[src/rtl/beam_pkg.sv]
package beam_pkg;
   localparam int BEAM_W = 9;
   localparam int HVW_W  = 16;
   typedef logic [BEAM_W-1:0] beam_t;
   typedef logic [HVW_W-1:0]  hvw_t;
   localparam beam_t BEAM_MAX = '1;
   typedef enum logic [1:0] {
      STD_60       = 2'd0,
      STD_50_SHORT = 2'd1,
      STD_50_TALL  = 2'd2
   } vstd_e;
endpackage

[src/rtl/beam_hcount.sv]
module beam_hcount
   import beam_pkg::*;
#(
   parameter beam_t W_FIRST  = 9'h00D,
   parameter beam_t W_LAST   = 9'h16C,
   parameter beam_t W_RESUME = 9'h1C9,
   parameter beam_t N_FIRST  = 9'h00B,
   parameter beam_t N_LAST   = 9'h127,
   parameter beam_t N_RESUME = 9'h1D2
)(
   input  logic  clk,
   input  logic  rst_n,
   input  logic  pix_en,
   input  logic  line_start,
   input  logic  wide,
   output beam_t hc
);
   localparam int    NMODE = 2;
   localparam beam_t FIRST  [0:NMODE-1] = '{N_FIRST,  W_FIRST};
   localparam beam_t LAST   [0:NMODE-1] = '{N_LAST,   W_LAST};
   localparam beam_t RESUME [0:NMODE-1] = '{N_RESUME, W_RESUME};

   beam_t hc_q;
   beam_t step_nxt [0:NMODE-1];

   generate
      for (genvar m = 0; m < NMODE; m++) begin : g_mode
         if (!(FIRST[m] <= LAST[m] && LAST[m] < RESUME[m])) begin : g_bad
            $error("beam_hcount: skip points out of order in mode %0d", m);
         end
         assign step_nxt[m] = (hc_q == LAST[m]) ? RESUME[m] : hc_q + beam_t'(1);
      end
   endgenerate

   always_ff @(posedge clk) begin
      if (!rst_n)          hc_q <= FIRST[wide];
      else if (line_start) hc_q <= FIRST[wide];
      else if (pix_en)     hc_q <= step_nxt[wide];
   end

   assign hc = hc_q;


   h_wide_skip_chk: assert property (@(posedge clk) disable iff (!rst_n)
      (pix_en && !line_start && wide && hc_q == W_LAST) |=> hc_q == W_RESUME);

   h_narrow_skip_chk: assert property (@(posedge clk) disable iff (!rst_n)
      (pix_en && !line_start && !wide && hc_q == N_LAST) |=> hc_q == N_RESUME);

   h_restart_chk: assert property (@(posedge clk) disable iff (!rst_n)
      line_start |=> hc_q == ($past(wide) ? W_FIRST : N_FIRST));

   h_hold_chk: assert property (@(posedge clk) disable iff (!rst_n)
      (!pix_en && !line_start) |=> $stable(hc_q));
endmodule

[src/rtl/beam_vcount.sv]
module beam_vcount
   import beam_pkg::*;
#(
   parameter beam_t V60_LAST    = 9'h0EA,
   parameter beam_t V60_RESUME  = 9'h1E5,
   parameter beam_t V50S_LAST   = 9'h102,
   parameter beam_t V50S_RESUME = 9'h1CA,
   parameter beam_t V50T_LAST   = 9'h10A,
   parameter beam_t V50T_RESUME = 9'h1D2
)(
   input  logic  clk,
   input  logic  rst_n,
   input  logic  line_start,
   input  vstd_e std,
   output beam_t vc
);
   localparam int    NSTD = 3;
   localparam beam_t LAST   [0:NSTD-1] = '{V60_LAST,   V50S_LAST,   V50T_LAST};
   localparam beam_t RESUME [0:NSTD-1] = '{V60_RESUME, V50S_RESUME, V50T_RESUME};

   beam_t vc_q;
   beam_t vc_nxt;
   beam_t step_nxt [0:NSTD-1];

   generate
      for (genvar s = 0; s < NSTD; s++) begin : g_std
         if (!(LAST[s] < RESUME[s])) begin : g_bad
            $error("beam_vcount: skip point out of order in standard %0d", s);
         end
         assign step_nxt[s] = (vc_q == LAST[s]) ? RESUME[s] : vc_q + beam_t'(1);
      end
   endgenerate

   always_comb begin
      case (std)
         STD_50_SHORT: vc_nxt = step_nxt[1];
         STD_50_TALL:  vc_nxt = step_nxt[2];
         default:      vc_nxt = step_nxt[0];
      endcase
   end

   always_ff @(posedge clk) begin
      if (!rst_n)          vc_q <= '0;
      else if (line_start) vc_q <= vc_nxt;
   end

   assign vc = vc_q;


   v60_skip_chk: assert property (@(posedge clk) disable iff (!rst_n)
      (line_start && std == STD_60 && vc_q == V60_LAST) |=> vc_q == V60_RESUME);

   v50_tall_skip_chk: assert property (@(posedge clk) disable iff (!rst_n)
      (line_start && std == STD_50_TALL && vc_q == V50T_LAST) |=> vc_q == V50T_RESUME);

   v50_short_skip_chk: assert property (@(posedge clk) disable iff (!rst_n)
      (line_start && std == STD_50_SHORT && vc_q == V50S_LAST) |=> vc_q == V50S_RESUME);

   v_wrap_chk: assert property (@(posedge clk) disable iff (!rst_n)
      (line_start && vc_q == BEAM_MAX) |=> vc_q == '0);

   v_hold_chk: assert property (@(posedge clk) disable iff (!rst_n)
      !line_start |=> $stable(vc_q));
endmodule

[src/rtl/beam_hvlatch.sv]
module beam_hvlatch
   import beam_pkg::*;
(
   input  logic clk,
   input  logic rst_n,
   input  logic latch_en,
   input  hvw_t live,
   output hvw_t word
);
   logic held_q;
   hvw_t cap_q;

   always_ff @(posedge clk) begin
      if (!rst_n) begin
         held_q <= 1'b0;
         cap_q  <= '0;
      end else begin
         held_q <= latch_en;
         if (latch_en && !held_q) cap_q <= live;
      end
   end

   assign word = held_q ? cap_q : live;


   hv_capture_chk: assert property (@(posedge clk) disable iff (!rst_n)
      (latch_en && !held_q) |=> word == $past(live));

   hv_freeze_chk: assert property (@(posedge clk) disable iff (!rst_n)
      (held_q && latch_en) |=> $stable(word));

   hv_release_chk: assert property (@(posedge clk) disable iff (!rst_n)
      !latch_en |=> word == live);
endmodule

[src/rtl/beam_blank.sv]
module beam_blank
   import beam_pkg::*;
#(
   parameter beam_t W_HB_END   = 9'h00A,
   parameter beam_t W_HB_START = 9'h166,
   parameter beam_t N_HB_END   = 9'h009,
   parameter beam_t N_HB_START = 9'h126,
   parameter beam_t VB_TALL    = 9'h0F0,
   parameter beam_t VB_SHORT   = 9'h0E0,
   parameter bit    BLANK_REG  = 1'b0
)(
   input  logic  clk,
   input  logic  rst_n,
   input  logic  wide,
   input  logic  tall,
   input  logic  disp_en,
   input  beam_t hc,
   input  beam_t vc,
   output logic  hblank,
   output logic  vblank
);
   logic  hb_c, vb_c;
   beam_t vb_thr;

   if (!(W_HB_END < W_HB_START && N_HB_END < N_HB_START)) begin : g_bad_h
      $error("beam_blank: horizontal window inverted");
   end
   if (!(VB_SHORT <= VB_TALL && VB_TALL < BEAM_MAX)) begin : g_bad_v
      $error("beam_blank: vertical thresholds out of range");
   end

   assign vb_thr = tall ? VB_TALL : VB_SHORT;
   assign hb_c   = wide ? (hc < W_HB_END || hc >= W_HB_START)
                        : (hc < N_HB_END || hc >= N_HB_START);
   assign vb_c   = !disp_en || (vc >= vb_thr && vc != BEAM_MAX);

   generate
      if (BLANK_REG) begin : g_reg
         logic hb_q, vb_q;
         always_ff @(posedge clk) begin
            if (!rst_n) begin
               hb_q <= 1'b0;
               vb_q <= 1'b1;
            end else begin
               hb_q <= hb_c;
               vb_q <= vb_c;
            end
         end
         assign hblank = hb_q;
         assign vblank = vb_q;

         vb_off_reg_chk: assert property (@(posedge clk) disable iff (!rst_n)
            !disp_en |=> vblank);
      end else begin : g_comb
         assign hblank = hb_c;
         assign vblank = vb_c;

         vb_off_chk: assert property (@(posedge clk) disable iff (!rst_n)
            !disp_en |-> vblank);

         hb_zero_chk: assert property (@(posedge clk) disable iff (!rst_n)
            (hc == '0) |-> hblank);
      end
   endgenerate
endmodule

[src/rtl/beam_pos_counter.sv]
module beam_pos_counter
   import beam_pkg::*;
#(
   parameter bit BLANK_REG = 1'b0
)(
   input  logic        clk,
   input  logic        rst_n,
   input  logic        pix_en,
   input  logic        line_start,
   input  logic        wide_mode,
   input  logic        pal_std,
   input  logic        tall_mode,
   input  logic        disp_en,
   input  logic        latch_en,
   output logic [8:0]  hc,
   output logic [8:0]  vc,
   output logic [15:0] hv_word,
   output logic        hblank,
   output logic        vblank
);
   beam_t hc_w, vc_w;
   hvw_t  live_w, word_w;
   vstd_e std_w;

   assign std_w = !pal_std ? STD_60 : (tall_mode ? STD_50_TALL : STD_50_SHORT);

   beam_hcount u_hcount (
      .clk(clk), .rst_n(rst_n), .pix_en(pix_en), .line_start(line_start),
      .wide(wide_mode), .hc(hc_w)
   );

   beam_vcount u_vcount (
      .clk(clk), .rst_n(rst_n), .line_start(line_start), .std(std_w), .vc(vc_w)
   );

   assign live_w = {vc_w[7:0], hc_w[BEAM_W-1:1]};

   beam_hvlatch u_latch (
      .clk(clk), .rst_n(rst_n), .latch_en(latch_en), .live(live_w), .word(word_w)
   );

   beam_blank #(.BLANK_REG(BLANK_REG)) u_blank (
      .clk(clk), .rst_n(rst_n), .wide(wide_mode), .tall(tall_mode),
      .disp_en(disp_en), .hc(hc_w), .vc(vc_w), .hblank(hblank), .vblank(vblank)
   );

   assign hc      = hc_w;
   assign vc      = vc_w;
   assign hv_word = word_w;


   reset_state_chk: assert property (@(posedge clk)
      !rst_n |=> (vc_w == '0 && word_w == live_w));
endmodule

[config.mk]
export PLATFORM = sky130hd
export DESIGN_NAME = beam_pos_counter
export DESIGN_NICKNAME = d
export VERILOG_FILES = /design/src/rtl/beam_pkg.sv /design/src/rtl/beam_hcount.sv /design/src/rtl/beam_vcount.sv /design/src/rtl/beam_hvlatch.sv /design/src/rtl/beam_blank.sv /design/src/rtl/beam_pos_counter.sv
export SDC_FILE = /design/constraint.sdc
export NUM_CORES = 1
export LEC_CHECK = 0
export BUFFER_PORTS_ARGS = -buffer_cell sky130_fd_sc_hd__buf_4
export CAP_MARGIN = 20
export CORE_MARGIN = 2
export CORE_UTILIZATION = 51
export CTS_BUF_LIST = sky130_fd_sc_hd__clkbuf_4 sky130_fd_sc_hd__clkbuf_8
export DETAILED_ROUTE_END_ITERATION = 12
export PLACE_DENSITY_LB_ADDON = 0.08
export SLEW_MARGIN = 5
export SYNTH_ARGS = -nofsm -noshare
export SYNTH_HDL_FRONTEND = slang
export SYNTH_SLANG_ARGS = --single-unit
[constraint.sdc]
create_clock -name clk -period 1.8 [get_ports clk]
set_input_delay 0 -clock clk [delete_from_list [all_inputs] [get_ports clk]]
set_output_delay 0 -clock clk [all_outputs]
set_load 0.02 [all_outputs]
; Word-level counts from Yosys, hierarchy flattened
; Index checks and enable logic that the tools add are counted.
[totals]
reg_bits = 35
in_bits = 9
output_inout_bits = 36
[classes]
add_sub_neg = 2
magnitude_cmp = 6
eq_ne = 9
mux = 20
bitwise = 1
reduce_logical = 7
[ops]
columns = operator, count
row1 = 9-bit two-way mux, 13
row2 = 9-bit == test (second input constant), 4
row3 = 9-bit by 1-bit adder with 9-bit output (second input constant), 2
row4 = 9-bit >= comparator (second input constant), 2
row5 = 9-bit by 4-bit less-than comparator with 1-bit output (second input constant), 2
row6 = 9-bit case mux with 2 select lines, 1
row7 = 16-bit two-way mux, 1
row8 = 9-bit by 8-bit == test with 1-bit output (second input constant), 1
row9 = 9-bit >= comparator, 1
row10 = 9-bit != test (second input constant), 1
row11 = 5-bit two-way mux, 1
row12 = 2-bit two-way mux, 2
row13 = 1-bit logical OR, 3
row14 = 3-bit two-way mux, 1
row15 = 3-bit by 1-bit != test with 1-bit output (second input constant), 1
row16 = 2-bit by 1-bit == test with 1-bit output (second input constant), 1
row17 = 2-bit == test (second input constant), 1
row18 = 2-bit >= comparator (second input constant), 1
row19 = 1-bit logical AND, 2
row20 = 1-bit zero test, 2
row21 = 1-bit NOT with 2-bit output, 1
row22 = 1-bit two-way mux, 1

; Logic depth before layout (Yosys ltp)
[logic_depth]
ltp_word = 8
ltp_mapped = 7
depth_no_buf = 7

; Hierarchy
; From an unflattened synthesis, not the netlist that was laid out.
[unflattened]
cells_unflattened = 266
area_unflattened_um2 = 2357.3
[modules_own_cells]
columns = mod, instances, cells_per_inst, area_per_inst_um2, seq_area_each_um2
row1 = beam_hvlatch, 1, 91, 890.9, 340.3
row2 = beam_vcount, 1, 98, 725.7, 180.2
row3 = beam_hcount, 1, 56, 596.8, 270.3
row4 = beam_blank, 1, 19, 127.6, 0.0
row5 = beam_pos_counter, 1, 2, 16.3, 0.0

; Worst setup path after synthesis
; No wires, ideal clock.
[synth_path]
path_kind = register -> register
startpoint = register u_vcount.vc_q[1], in the netlist u_vcount.vc[1]
endpoint = register u_vcount.vc_q[2], in the netlist u_vcount.vc[2]
setup_ns = 0.122
arrival_time_ns = 1.855
setup_slack_ns = -0.177
path_stages_with_launch = 7
n_path_buf = 1
synth_period_minus_slack_ns = 1.977
cell_sequence = dfxtp_1 -> ha_1 -> or3b_2 -> clkbuf_1 -> nor4_1 -> o21ai_0 -> o311a_1
[synth_via]
elab_chain_len = 3
word_cells_on_any_way = 8
[synth_lines]
columns = item, line
row1 = "start, declared", beam_vcount.sv:21  ; beam_t vc_q;
row2 = "start signal, assigned", beam_vcount.sv:44  ; else if (line_start) vc_q <= vc_nxt;
row3 = 9-bit by 1-bit adder with 9-bit output (tied with other cells), beam_vcount.sv:30  ; assign step_nxt[s] = (vc_q == LAST[s]) ? RESUME[s] : vc_q + beam_t'(1);
row4 = 9-bit two-way mux, beam_vcount.sv:30
row5 = 9-bit case mux with 2 select lines (*), beam_vcount.sv:35  ; case (std)
; Every way passes the cells marked *; elsewhere a longest branch is shown, timed or not.
; A chain may end at the register's enable or synchronous reset.

; Final worst setup path
[layout_path]
startpoint = register u_vcount.vc_q[7], in the netlist u_vcount.vc[7]
endpoint = register u_vcount.vc_q[8], in the netlist u_vcount.vc[8]
; Same word-level chain as after synthesis.

==> load_flow_metrics.sql <==
INSERT INTO impl_metrics (metric_group, metric, value, unit) VALUES
('run_status', 'status', 'finished, final reports clean', ''),
('sta', 'finalWorstPathRequiredPeriod', '1750', 'ps'),
('global_routing', 'grt.overflow.total', '0', ''),
('cells_and_area', 'multi_input_area', '0.00130', 'mm^2'),
('synth', 'yosysTopAreaCellShare', '24.6', '%'),
('worst_setup_path', 'start_kind', 'flip-flop', ''),
('cts', 'clock_slew_at_the_register_clock_pins_of_the_worst_setup_and_hold_paths', '70', 'ps'),
('sta', 'fin_worst_skew', '5.91', 'ps'),
('synth', 'synth_area', '0.00212', 'mm^2'),
('cells_and_area', 'areaGrowthSynthToFinish', '33.1', '%'),
('global_routing', 'groute.usage.overall', '24.4', '%'),
('cells_and_area', 'regArea', '800', 'um^2'),
('drt', 'wl_per_cell', '15.7', 'um'),
('worst_setup_path', 'cp_max_fo', '3', ''),
('global_routing', 'use_met2', '33.8', '%'),
('worst_setup_path', 'timing.reg2reg.worst_path_depth', '4', ''),
('global_routing', 'met1_usage', '36.5', '%'),
('worst_setup_path', 'critical_path.endpoint_type', 'flip-flop', ''),
('sta', 'report.final.slew_viol_count', '0', ''),
('drt', 'ant_nets', '0', ''),
('placement', 'dp.final_hpwl', '3760', 'um'),
('global_routing', 'antenna_found_initial', '0', ''),
('global_routing', 'vias_in_the_first_global_route', '1695', ''),
('cells_and_area', 'fin_nets', '324', ''),
('drt', 'postRouteWirelength', '5630', 'um'),
('cells_and_area', 'number_of_inserted_filler_cells_in_the_final_layout', '307', ''),
('cells_and_area', 'antenna_diode_count', '0', ''),
('synth', 'syn_avg_cell_area', '8.43', 'um^2'),
('synth', 'synth_largest_area_cell', 'sky130_fd_sc_hd__dfxtp_1', ''),
('floorplanning', 'die-height', '68.4', 'um'),
('cts', 'cts_inserted_buffers', '5', ''),
('cts', 'clock_tree.buffer_depth', '2', ''),
('floorplanning', 'floorplan.die.width', '68.4', 'um'),
('worst_setup_path', 'cp_slowest_stage_delay', '560', 'ps'),
('global_routing', 'grt_max_degree', '30', ''),
('drt', 'detail_route.vias_per_cell', '5.68', ''),
('synth', 'number_of_storage_elements_in_the_synthesis_netlist', '35', ''),
('worst_setup_path', 'critical_path.cell_chain', 'or4b_4 > or3_1 > a21o_1 > a31oi_2', ''),
('sta', 'final_report_hold_violation_count', '0', ''),
('drt', 'via_count', '2035', ''),
('drt', 'drt_iter0_markers', '223', ''),
('floorplanning', 'die_area', '0.00468', 'mm^2'),
('flow_run', 'max_cap_violations', '0', ''),
('synth', 'syn_inst', '251', ''),
('worst_setup_path', 'r2r_end', 'u_vcount.vc[8]', ''),
('worst_setup_path', 'reg2reg_start', 'u_vcount.vc[7]', ''),
('floorplanning', 'start_util', '52.9', '%'),
('power_and_ir_drop', 'design_power_total', '1.92', 'mW'),
('worst_setup_path', 'timing.critical_path.slowest_stage_cell', 'sky130_fd_sc_hd__or4b_4', ''),
('cts', 'cts_num_sinks', '35', ''),
('worst_setup_path', 'worstSetupPathType', 'flip-flop to flip-flop', ''),
('power_and_ir_drop', 'static-leakage-power', '1.14', 'nW'),
('global_routing', 'met3_usage', '5.26', '%'),
('sta', 'clock.fmax', '0.573', 'GHz'),
('cts', 'ctsRootBufferMaster', 'sky130_fd_sc_hd__clkbuf_8', ''),
('power_and_ir_drop', 'power.ir.vdd_worst', '0.555', 'mV'),
('floorplanning', 'placement_rows', '23', ''),
('power_and_ir_drop', 'powerDensity', '681', 'mW/mm^2'),
('cts', 'clk_latency', '290', 'ps'),
('global_routing', 'grt_pass1_wl', '8430', 'um'),
('drt', 'route.detailed.drc', '0', ''),
('worst_setup_path', 'timing.critical_path.buf_inv', '0', ''),
('worst_setup_path', 'cp.depth', '4', ''),
('worst_setup_path', 'critPathTopFamily', 'simple AND/OR/NAND/NOR gates', ''),
('worst_setup_path', 'r2r_setup_slack', '50', 'ps'),
('sta', 'report.final.setup_viol', '0', ''),
('sta', 'timing.slew.headroom', '68.3', '%'),
('placement', 'port_buffers', '44', ''),
('cts', 'htree_num_levels', '2', ''),
('worst_setup_path', 'worstSetupStartpoint', 'u_vcount.vc[7]', ''),
('cells_and_area', 'layout_commonest_cell', 'sky130_fd_sc_hd__buf_4', '');
==> per-layer routing <==
layer | share of wire (%) | up-vias
li1 | - | 998
met5 | 0 | -
met2 | 46 | 79
met1 | 46 | 952
met4 | 0.96 | 0
met3 | 7.4 | 6
==> tightest hold or removal path, cell delays in order <==
cell	delay, ps
sky130_fd_sc_hd__buf_4	110
sky130_fd_sc_hd__o31ai_1	80
sky130_fd_sc_hd__o2bb2ai_1	110
==> synthesized netlist by cell type, drive strengths merged, types with 3 or more instances <==
cell and number:
inv 9, clkbuf 18, nor2b 3, ha 8, o21a 4, nor2 13, o21ai 14, xor2 5
a21oi 8, o31ai 5, a21boi 16, edfxtp 9, xnor2 4, nand3 6, dfxtp 26, nand2 43
mux2 11, and3 4, nand4 6, and2 4
==> through the flow <==
stage	utilization [%]	hold WS, ps	area, um^2	instances	TNS [ps]
after detailed placement	64.2	246	2570	342	0
after global routing	70.4	65.8	2820	358	-38.2
after global placement	64.2	226	2570	342	0
final	70.4	51.4	2820	358	0
after floorplan	-	127	2140	251	0
after CTS	67.3	37.9	2690	351	0
==> worst min path at each step <==
stage | from | end | slack, ps | cells after the start
global placement | latch_en | u_latch.held_q | 230 | 2
finish | tall_mode | u_vcount.vc[3] | 50 | 3
global route | tall_mode | u_vcount.vc[3] | 70 | 3
floorplan | latch_en | u_latch.held_q | 130 | 1
CTS | line_start | u_vcount.vc[8] | 40 | 2
detailed placement | latch_en | u_latch.held_q | 250 | 2
==> logic make-up after synthesis <==
family | Yosys count | share of synthesized area, %
flip-flops | 35 | 37.4
adder cells (fa/ha/maj) | 8 | 4.73
buffers and inverters | 29 | 5.50
XOR/XNOR | 9 | 3.72
multiplexers | 11 | 5.85
AO/OA/AOI/OAI | 62 | 20.0
AND/OR/NAND/NOR | 97 | 22.9
==> registers in the layout, indices dropped and copies added (netlist names) <==
| register | flops |
|---|---|
| u_hcount.hc | 9 |
| u_latch.cap_q | 16 |
| u_latch.held_q | 1 |
| u_vcount.vc | 9 |
==> timing repair <==
item	4_1_cts	5_1_grt
gates resized for setup	6	16
endpoints found under the hold margin	1	0
setup endpoints to repair	1	9
buffers inserted	0	6
hold buffers	1	0
pin swaps	0	3
cloned	0	0
==> cell type report <==
cell class                      instances  area share (%)
Inverter                                9            1.20
Clock buffer                            7            3.20
Multi-Input combinational cell        187            46.1
Timing Repair Buffer                   69            18.7
Tap cell                               50            2.22
Sequential cell                        35            28.4
Clock inverter                          1           0.133
==> power breakdown <==
| part | switching (mW) | leakage, nW | internal, mW |
|---|---|---|---|
| Clock | 0.276 | 0.0493 | 0.321 |
| Combinational | 0.250 | 0.777 | 0.199 |
| Sequential | 0.0318 | 0.309 | 0.842 |
| Total | 0.557 | 1.14 | 1.36 |
Note: power is estimated with default switching activity, not from simulation.
